$ cat src/rtl/sft_pkg.sv
package sft_pkg;

    typedef enum logic [1:0] {
        PM_NONE = 2'd0,
        PM_EVEN = 2'd1,
        PM_ODD  = 2'd2,
        PM_RSVD = 2'd3
    } par_mode_e;

    typedef enum logic [2:0] {
        ST_IDLE,
        ST_START,
        ST_DATA,
        ST_PARITY,
        ST_STOP
    } tx_state_e;

endpackage

$ cat src/rtl/sft_baud_gen.sv
module sft_baud_gen #(
    parameter int DIV_W = 16
) (
    input  logic             clk,
    input  logic             rst_n,
    input  logic             clear,
    input  logic [DIV_W-1:0] divisor,
    output logic             tick
);

    logic [DIV_W-1:0] div_q;
    logic [DIV_W-1:0] cnt_q;

    // a divisor is taken while cleared; zero is promoted to one
    always_ff @(posedge clk or negedge rst_n) begin
        if (!rst_n) begin
            div_q <= DIV_W'(1);
            cnt_q <= '0;
        end else if (clear) begin
            div_q <= (divisor == '0) ? DIV_W'(1) : divisor;
            cnt_q <= '0;
        end else if (tick) begin
            cnt_q <= '0;
        end else begin
            cnt_q <= cnt_q + DIV_W'(1);
        end
    end

    assign tick = (cnt_q == div_q - DIV_W'(1));

endmodule

$ cat src/rtl/sft_parity.sv
module sft_parity #(
    parameter int DATA_W  = 8,
    parameter int MIN_LEN = 5,
    parameter int LEN_W   = 2
) (
    input  logic [DATA_W-1:0] data,
    input  logic [LEN_W-1:0]  len_code,
    output logic              par_even
);

    logic [DATA_W-1:0] active_mask;

    for (genvar i = 0; i < DATA_W; i++) begin : g_mask
        if (i < MIN_LEN) begin : g_fixed
            assign active_mask[i] = 1'b1;
        end else begin : g_sel
            assign active_mask[i] = (int'(len_code) + MIN_LEN) > i;
        end
    end

    assign par_even = ^(data & active_mask);

endmodule

$ cat src/rtl/sft_frame_fsm.sv
module sft_frame_fsm
    import sft_pkg::*;
#(
    parameter int DATA_W  = 8,
    parameter int MIN_LEN = 5,
    parameter int LEN_W   = 2
) (
    input  logic              clk,
    input  logic              rst_n,
    input  logic              start,
    input  logic              tick,
    input  logic [DATA_W-1:0] data_in,
    input  logic [LEN_W-1:0]  len_code,
    input  logic [1:0]        par_mode,
    input  logic              stop_two,
    input  logic              par_even,
    output logic              tx_line,
    output logic              busy
);

    localparam int CNT_W = (DATA_W > 1) ? $clog2(DATA_W) : 1;

    tx_state_e         state_q, state_d;
    logic [DATA_W-1:0] shreg_q;
    logic [CNT_W-1:0]  cnt_q;
    logic [CNT_W-1:0]  last_q;
    logic              par_q;
    logic              par_en_q;
    logic              two_q;
    logic              stop_idx_q;
    logic              accept;

    assign accept = start && (state_q == ST_IDLE);

    // next state
    always_comb begin
        state_d = state_q;
        unique case (state_q)
            ST_IDLE:   if (accept) state_d = ST_START;
            ST_START:  if (tick) state_d = ST_DATA;
            ST_DATA:   if (tick && (cnt_q == last_q))
                           state_d = par_en_q ? ST_PARITY : ST_STOP;
            ST_PARITY: if (tick) state_d = ST_STOP;
            ST_STOP:   if (tick && (stop_idx_q == two_q)) state_d = ST_IDLE;
            default:   state_d = ST_IDLE;
        endcase
    end

    // state register and frame capture
    always_ff @(posedge clk or negedge rst_n) begin
        if (!rst_n) begin
            state_q    <= ST_IDLE;
            shreg_q    <= '0;
            cnt_q      <= '0;
            last_q     <= '0;
            par_q      <= 1'b0;
            par_en_q   <= 1'b0;
            two_q      <= 1'b0;
            stop_idx_q <= 1'b0;
        end else begin
            state_q <= state_d;
            if (accept) begin
                shreg_q    <= data_in;
                cnt_q      <= '0;
                last_q     <= CNT_W'(MIN_LEN - 1) + CNT_W'(len_code);
                par_q      <= par_even ^ (par_mode == PM_ODD);
                par_en_q   <= (par_mode == PM_EVEN) || (par_mode == PM_ODD);
                two_q      <= stop_two;
                stop_idx_q <= 1'b0;
            end else if (tick) begin
                if ((state_q == ST_DATA) && (cnt_q != last_q)) begin
                    shreg_q <= shreg_q >> 1;
                    cnt_q   <= cnt_q + CNT_W'(1);
                end
                if (state_q == ST_STOP) begin
                    stop_idx_q <= 1'b1;
                end
            end
        end
    end

    // outputs
    always_comb begin
        unique case (state_q)
            ST_IDLE:   tx_line = 1'b1;
            ST_START:  tx_line = 1'b0;
            ST_DATA:   tx_line = shreg_q[0];
            ST_PARITY: tx_line = par_q;
            ST_STOP:   tx_line = 1'b1;
            default:   tx_line = 1'b1;
        endcase
        busy = (state_q != ST_IDLE);
    end

endmodule

$ cat src/rtl/serial_frame_tx.sv
module serial_frame_tx #(
    parameter int DATA_W  = 8,
    parameter int MIN_LEN = 5,
    parameter int LEN_W   = 2,
    parameter int DIV_W   = 16
) (
    input  logic              clk,
    input  logic              rst_n,
    input  logic [DIV_W-1:0]  baud_div,
    input  logic [DATA_W-1:0] data_in,
    input  logic [LEN_W-1:0]  data_len,
    input  logic [1:0]        par_mode,
    input  logic              stop_two,
    input  logic              start,
    output logic              tx_line,
    output logic              busy
);

    logic baud_tick;
    logic par_even;

    sft_baud_gen #(
        .DIV_W (DIV_W)
    ) i_baud (
        .clk     (clk),
        .rst_n   (rst_n),
        .clear   (!busy),
        .divisor (baud_div),
        .tick    (baud_tick)
    );

    sft_parity #(
        .DATA_W  (DATA_W),
        .MIN_LEN (MIN_LEN),
        .LEN_W   (LEN_W)
    ) i_parity (
        .data     (data_in),
        .len_code (data_len),
        .par_even (par_even)
    );

    sft_frame_fsm #(
        .DATA_W  (DATA_W),
        .MIN_LEN (MIN_LEN),
        .LEN_W   (LEN_W)
    ) i_fsm (
        .clk      (clk),
        .rst_n    (rst_n),
        .start    (start),
        .tick     (baud_tick),
        .data_in  (data_in),
        .len_code (data_len),
        .par_mode (par_mode),
        .stop_two (stop_two),
        .par_even (par_even),
        .tx_line  (tx_line),
        .busy     (busy)
    );

endmodule

$ cat config.mk
export PLATFORM = sky130hd
export DESIGN_NAME = serial_frame_tx
export DESIGN_NICKNAME = d
export VERILOG_FILES = /design/src/rtl/sft_pkg.sv /design/src/rtl/sft_baud_gen.sv /design/src/rtl/sft_parity.sv /design/src/rtl/sft_frame_fsm.sv /design/src/rtl/serial_frame_tx.sv
export SDC_FILE = /design/constraint.sdc
export NUM_CORES = 1
export LEC_CHECK = 0
export ABC_AREA = 1
export CAP_MARGIN = 30
export CELL_PAD_IN_SITES_DETAIL_PLACEMENT = 1
export CELL_PAD_IN_SITES_GLOBAL_PLACEMENT = 1
export CORE_MARGIN = 1.5
export CORE_UTILIZATION = 30
export DETAILED_ROUTE_END_ITERATION = 12
export HOLD_SLACK_MARGIN = 0.02
export MAX_ROUTING_LAYER = met4
export PLACE_DENSITY = 0.66
export SLEW_MARGIN = 15
export SYNTH_ARGS = -nofsm -noshare
export SYNTH_HDL_FRONTEND = slang
export SYNTH_SLANG_ARGS = --single-unit
$ cat constraint.sdc
create_clock -name clk -period 3.9 [get_ports clk]
set_clock_uncertainty 0.2 [all_clocks]
set_input_delay 0.585 -clock clk [delete_from_list [all_inputs] [get_ports clk]]
set_output_delay 0.585 -clock clk [all_outputs]
set_load 0.01 [all_outputs]
== Word level (Yosys, flattened, before mapping) ==
Cells that the tools add are included.

* Register bits: 53
* Input bits: 32

* Reductions and logical operators: 15
* Add/sub/neg operators: 5
* Multiplexer cells: 20
* Bitwise operators: 2
* Equality and inequality tests: 15
* Order comparisons: 3

{| class="wikitable"
|+ Operator list
! cell !! number
|-
| 32-bit by 4-bit > comparator with 1-bit output, second input constant || 2
|-
| 16-bit two-way mux || 3
|-
| 3-bit two-way mux || 9
|-
| 8-bit two-way mux || 3
|-
| 16-bit by 1-bit adder with 16-bit output, second input constant || 1
|-
| 16-bit equality test || 1
|-
| 16-bit logical NOT || 1
|-
| 16-bit by 1-bit subtractor with 16-bit output, second input constant || 1
|-
| 3-bit case mux with 5 select lines || 1
|-
| 2-bit by 1-bit != test with 1-bit output, second input constant || 5
|-
| 8-bit bitwise AND || 1
|-
| 8-bit parity || 1
|-
| 3-bit by 2-bit equality test with 1-bit output, second input constant || 2
|-
| 2-bit nonzero test || 3
|-
| 5-bit AND reduction || 1
|-
| 2-bit by 3-bit adder with 4-bit output, second input constant || 1
|-
| 4-bit by 3-bit > comparator with 1-bit output, second input constant || 1
|-
| 1-bit logical AND || 4
|-
| 2-bit AND reduction || 2
|-
| 3-bit by 1-bit adder with 3-bit output, second input constant || 1
|-
| 3-bit by 2-bit adder with 3-bit output, first input constant || 1
|-
| 3-bit by 1-bit equality test with 1-bit output, second input constant || 1
|-
| 3-bit equality test || 1
|-
| 3-bit equality test, second input constant || 1
|-
| other kinds (10) || 12
|}

== Longest topological paths before layout ==
* Depth after elaboration: 5
* Gate-level depth with buffers: 16
* Gate-level depth less buffers: 16

== Hierarchy ==
Synthesis repeated with hierarchy kept, for this count alone.

* Cells, all modules: 526
* Area total of the unflattened synthesis: 3739.8 sq um

{| class="wikitable"
|+ By module, submodules not included
! module !! cells an instance !! area an instance (sq um) !! times used
|-
| sft_baud_gen || 354 || 2383.5 || 1
|-
| sft_frame_fsm || 143 || 1209.9 || 1
|-
| sft_parity || 28 || 142.6 || 1
|-
| serial_frame_tx || 1 || 3.8 || 1
|}

== Worst setup path before layout ==
OpenSTA, ideal clock, no wires.

* Path type: register -> register
* Start: register i_baud.div_q[0]
* End: register i_baud.cnt_q[12]
* Slack: 1.638 ns
* Cell stages (with the launch flop): 16
* Library setup time: 0.121 ns
* Clock period less this slack: 2.262 ns
* Arrival: 1.940 ns
* Required time: 3.579 ns
* Path buffers: 1
* Cell sequence: dfstp_2 inv_1 ha_1 inv_1 nand2_1 nand2_1 nand2_1 nor2_1 nand2_1 nor2_1 nand3_1 nor2_2 nand3_4 nand2_4 buf_8 nor2_1

* Cells in the longest elaborated chain, start to end: 4

{| class="wikitable"
|+ RTL lines
! what !! line !! source
|-
| from (decl) || sft_baud_gen.sv:11 || <nowiki>logic [DIV_W-1:0] div_q;</nowiki>
|-
| from (signal assigned) || sft_baud_gen.sv:20 || <nowiki>div_q <= (divisor == '0) ? DIV_W'(1) : divisor;</nowiki>
|-
| 16-bit by 1-bit subtractor with 16-bit output || sft_baud_gen.sv:29 || <nowiki>assign tick = (cnt_q == div_q - DIV_W'(1));</nowiki>
|-
| 16-bit equality test || sft_baud_gen.sv:29 ||
|-
| 16-bit two-way mux || sft_baud_gen.sv:22 || <nowiki>end else if (tick) begin</nowiki>
|-
| 16-bit two-way mux || sft_baud_gen.sv:19 || <nowiki>end else if (clear) begin</nowiki>
|-
| to (signal assigned) || sft_baud_gen.sv:25 || <nowiki>cnt_q <= cnt_q + DIV_W'(1);</nowiki>
|-
| to (decl) || sft_baud_gen.sv:12 || <nowiki>logic [DIV_W-1:0] cnt_q;</nowiki>
|}

No other way between the ends.
A chain may end at the register's enable or synchronous reset.

== Final worst setup path ==
* Start: register i_baud.div_q[0]
* End: register i_fsm.shreg_q[3]

* Cells in the longest elaborated chain, start to end: 4

{| class="wikitable"
|+ RTL lines
! what !! line !! source
|-
| 16-bit by 1-bit subtractor with 16-bit output || sft_baud_gen.sv:29 ||
|-
| 16-bit equality test || sft_baud_gen.sv:29 ||
|-
| 2-bit nonzero test (no source line) || -- ||
|-
| 2-bit AND reduction (no source line) || -- ||
|-
| to (signal assigned) || sft_frame_fsm.sv:63 || <nowiki>shreg_q <= data_in;</nowiki>
|-
| to (signal assigned) || sft_frame_fsm.sv:72 || <nowiki>shreg_q <= shreg_q >> 1;</nowiki>
|-
| to (decl) || sft_frame_fsm.sv:24 || <nowiki>logic [DATA_W-1:0] shreg_q;</nowiki>
|}

No other way between the ends.

==> results.py <==
metrics = {
    "status": {
        "status": "finished clean",
    },
    "run": {
        "maxCapViolCount": 0,
    },
    "timing": {
        "max_freq_ghz": 0.365,
        "tightest_slew_ns": 0.776,
        "setup_viol": 0,
        "slew_headroom_pct": 47.8,
        "finalCritPeriodShare_pct": 70.3,
        "fin_tns_setup_ns": 0,
        "timing_hold_violations_final": 0,
        "fin_crit_ns": 2.74,
        "maxSlewViolCount": 0,
        "rsz0062_at_grt": "false",
        "holdWs_ns": 0.299,
    },
    "clock_tree": {
        "cts_root_buffer": "clkbuf_16",
        "cts_setup_buffers": 0,
        "postCtsResizedCells": 0,
        "hold_buffers": 0,
        "cts_tree": "done",
        "clkTransAtPathRegs_ns": 0.07,
        "cts_sinks": 53,
        "cts_max_level": 2,
        "cts_buffer_depth": 2,
        "numCtsBuffers": 5,
        "clk_latency_ns": 0.29,
    },
    "synth": {
        "synth_largest_area_cell": "dfrtp_1",
        "synth_edf_count": 0,
        "synth_cells": 459,
        "syn-cell-area_sq_um": 3400,
        "ys_seq_elements": 53,
        "syn-num-nets": 495,
        "synth_cell_types": 39,
        "synth_area_leaders": "dfrtp_1 (38%), nand2_1 (17%), nand3_1 (6.3%), nor2_1 (5.5%), xor2_1 (5.4%)",
        "yosys_warnings": 0,
        "synth_top_area_share_pct": 38.3,
        "synthFlopType": "dfrtp_1",
        "syn_avg_cell_area_sq_um": 7.40,
        "ys_async_sr_fraction_pct": 100,
        "seq_area_frac_synth_pct": 39.1,
    },
    "global_route": {
        "grt_max_degree": 39,
        "overflow": 0,
        "grt_use_total_pct": 17.0,
        "grt_pass1_vias": 3192,
        "grt_pass1_wl_microns": 15300,
        "antenna_found_initial": 0,
    },
    "detailed_routing": {
        "avgRoutedWirePerCell_microns": 14.1,
        "drt-total-wl_microns": 8940,
        "ant_nets": 0,
        "avgViaCountPerCell": 4.73,
        "vias": 3007,
        "drt-pass1-iter-count": 4,
        "drt_iter0_drc": 101,
        "drc": 0,
    },
    "cells_and_area": {
        "area_growth_pct": 19.8,
        "layout_common_cells": "nand2_1 (150), dfrtp_1 (52), nor2_1 (50)",
        "n_antenna_cell": 0,
        "final_common_cell": "nand2_1",
        "num-nets-final": 531,
        "stdcell_area_sq_um": 4070,
        "drive_gt1_share_pct": 6.45,
    },
    "placed_design": {
        "post_dp_cell_area_sq_um": 3870,
        "place_congestion": 0.875,
        "dp_hpwl_microns": 7180,
        "placement.io_buffers": 33,
    },
    "worst_setup_path": {
        "worstPathArrival_ns": 2.72,
        "cp_max_fo": 11,
        "end_kind": "flop",
        "startpoint_type": "flop",
        "path_class": "flop to flop",
        "cp_data_required_time_ns": 3.87,
    },
    "floorplan": {
        "die_w_microns": 109,
        "rows": 38,
        "core_sq_um": 10900,
        "start_util_pct": 31.1,
        "fp.dieArea_sq_um": 12000,
        "die_h_microns": 109,
        "ioPinCount": 34,
    },
    "power": {
        "leakage_nw": 1.90,
        "power.density_nw_per_um2": 282,
        "vdd_ir_drop_max_v": 0.000193,
    },
    "worst_hold_path": {
        "hp-class": "flop to flop",
    },
}
-- metal layers --
metal,up-vias,global-route usage (%),share of wire (%)
met5,-,-,0
met4,0,3.62,0.92
met3,7,2.37,3.1
met2,28,27.2,45
met1,1438,23.0,51
li1,1534,-,-
-- cells in the mapped netlist (2+ instances only) --
cell      count
nor2_2        3
clkbuf_1      5
nand3_4       3
o21ai_0      18
nand4_1       5
ha_1          4
dfrtp_1      52
nor2_4        2
inv_1        43
nor3_4        2
o31ai_1       2
and2_1        2
nor3_1        3
buf_2         3
nor4_1        4
nor3b_1       4
nand3_1      43
nand3b_1      4
nor3_2        2
xor2_1       21
nor2_1       50
nand2_1     150
xnor2_1      15
a21oi_1       4
-- cell type report --
| class | instances | area [sq um] |
|---|---|---|
| Clock buffer | 7 | 143 |
| Clock inverter | 1 | 30.0 |
| Fill cell | 1373 | 6870 |
| Inverter | 44 | 165 |
| Multi-Input combinational cell | 352 | 1840 |
| Sequential cell | 53 | 1330 |
| Tap cell | 140 | 175 |
| Timing Repair Buffer | 39 | 385 |
-- where the power goes --
part / total (W) / internal [W] / switching, W
clock: 0.000523 / 0.000321 / 0.000202
combinational: 0.0000729 / 0.0000402 / 0.0000327
sequential: 0.000550 / 0.000550 / 0.000000317
total: 0.00115 / 0.000912 / 0.000235
-- critical path, cell delays in order (launching register included) --
cell	delay [ns]
dfstp_2	0.54
inv_1	0.09
ha_1	0.33
inv_1	0.06
nand2_1	0.04
nand2_1	0.07
nand2_1	0.07
nor2_1	0.11
nand2_1	0.06
nor2_1	0.10
nand3_1	0.09
nor2_2	0.18
nand4_1	0.41
nand3_1	0.19
nand3_1	0.09
-- cell families after synthesis --
| kind of cell | after synthesis | synth area share (%) |
|---|---|---|
| AND/OR/NAND/NOR | 282 | 38.6 |
| buffers and inverters | 54 | 6.63 |
| flip-flops | 53 | 39.1 |
| XOR/XNOR | 36 | 9.28 |
| AO/OA/AOI/OAI | 30 | 4.97 |
| adder cells (fa/ha/maj) | 4 | 1.47 |
-- per-stage QoR --
stage	instances	setup WS (ns)	util, %	total power (W)
after floorplan	459	1.64	-	0.000580
after global placement	626	1.24	35.4	0.000631
after detailed placement	626	1.16	35.4	0.000632
after CTS	634	1.13	36.9	0.00116
after global routing	636	0.828	37.2	0.00119
final	636	1.16	37.2	0.00115
-- path summary, 6_finish.rpt --
check	startpoint	slack, ns	endpoint	depth (start not counted)
worst max register to register	i_baud.div_q[0]	1.16	i_fsm.shreg_q[3]	14
worst max-delay path	i_baud.div_q[0]	1.16	i_fsm.shreg_q[3]	14
worst min-delay path	i_fsm.last_q[2]	0.30	i_fsm.last_q[2]	1
max in group asynchronous	rst_n	2.49	i_baud.div_q[0]	3
worst min register to register	i_fsm.last_q[2]	0.30	i_fsm.last_q[2]	1
min in group asynchronous	rst_n	0.47	i_baud.div_q[13]	2
-- state kept, by name, indices dropped and copies added, names as in the netlist --
signal and flops:
i_fsm.last_q 3, i_fsm.state_q 3, i_fsm.stop_idx_q 1, i_fsm.two_q 1, i_fsm.shreg_q 8, i_baud.cnt_q 16
i_fsm.par_en_q 1, i_fsm.par_q 1, i_fsm.cnt_q 3, i_baud.div_q 16
No activity file was read; power rests on OpenSTA's default activity.
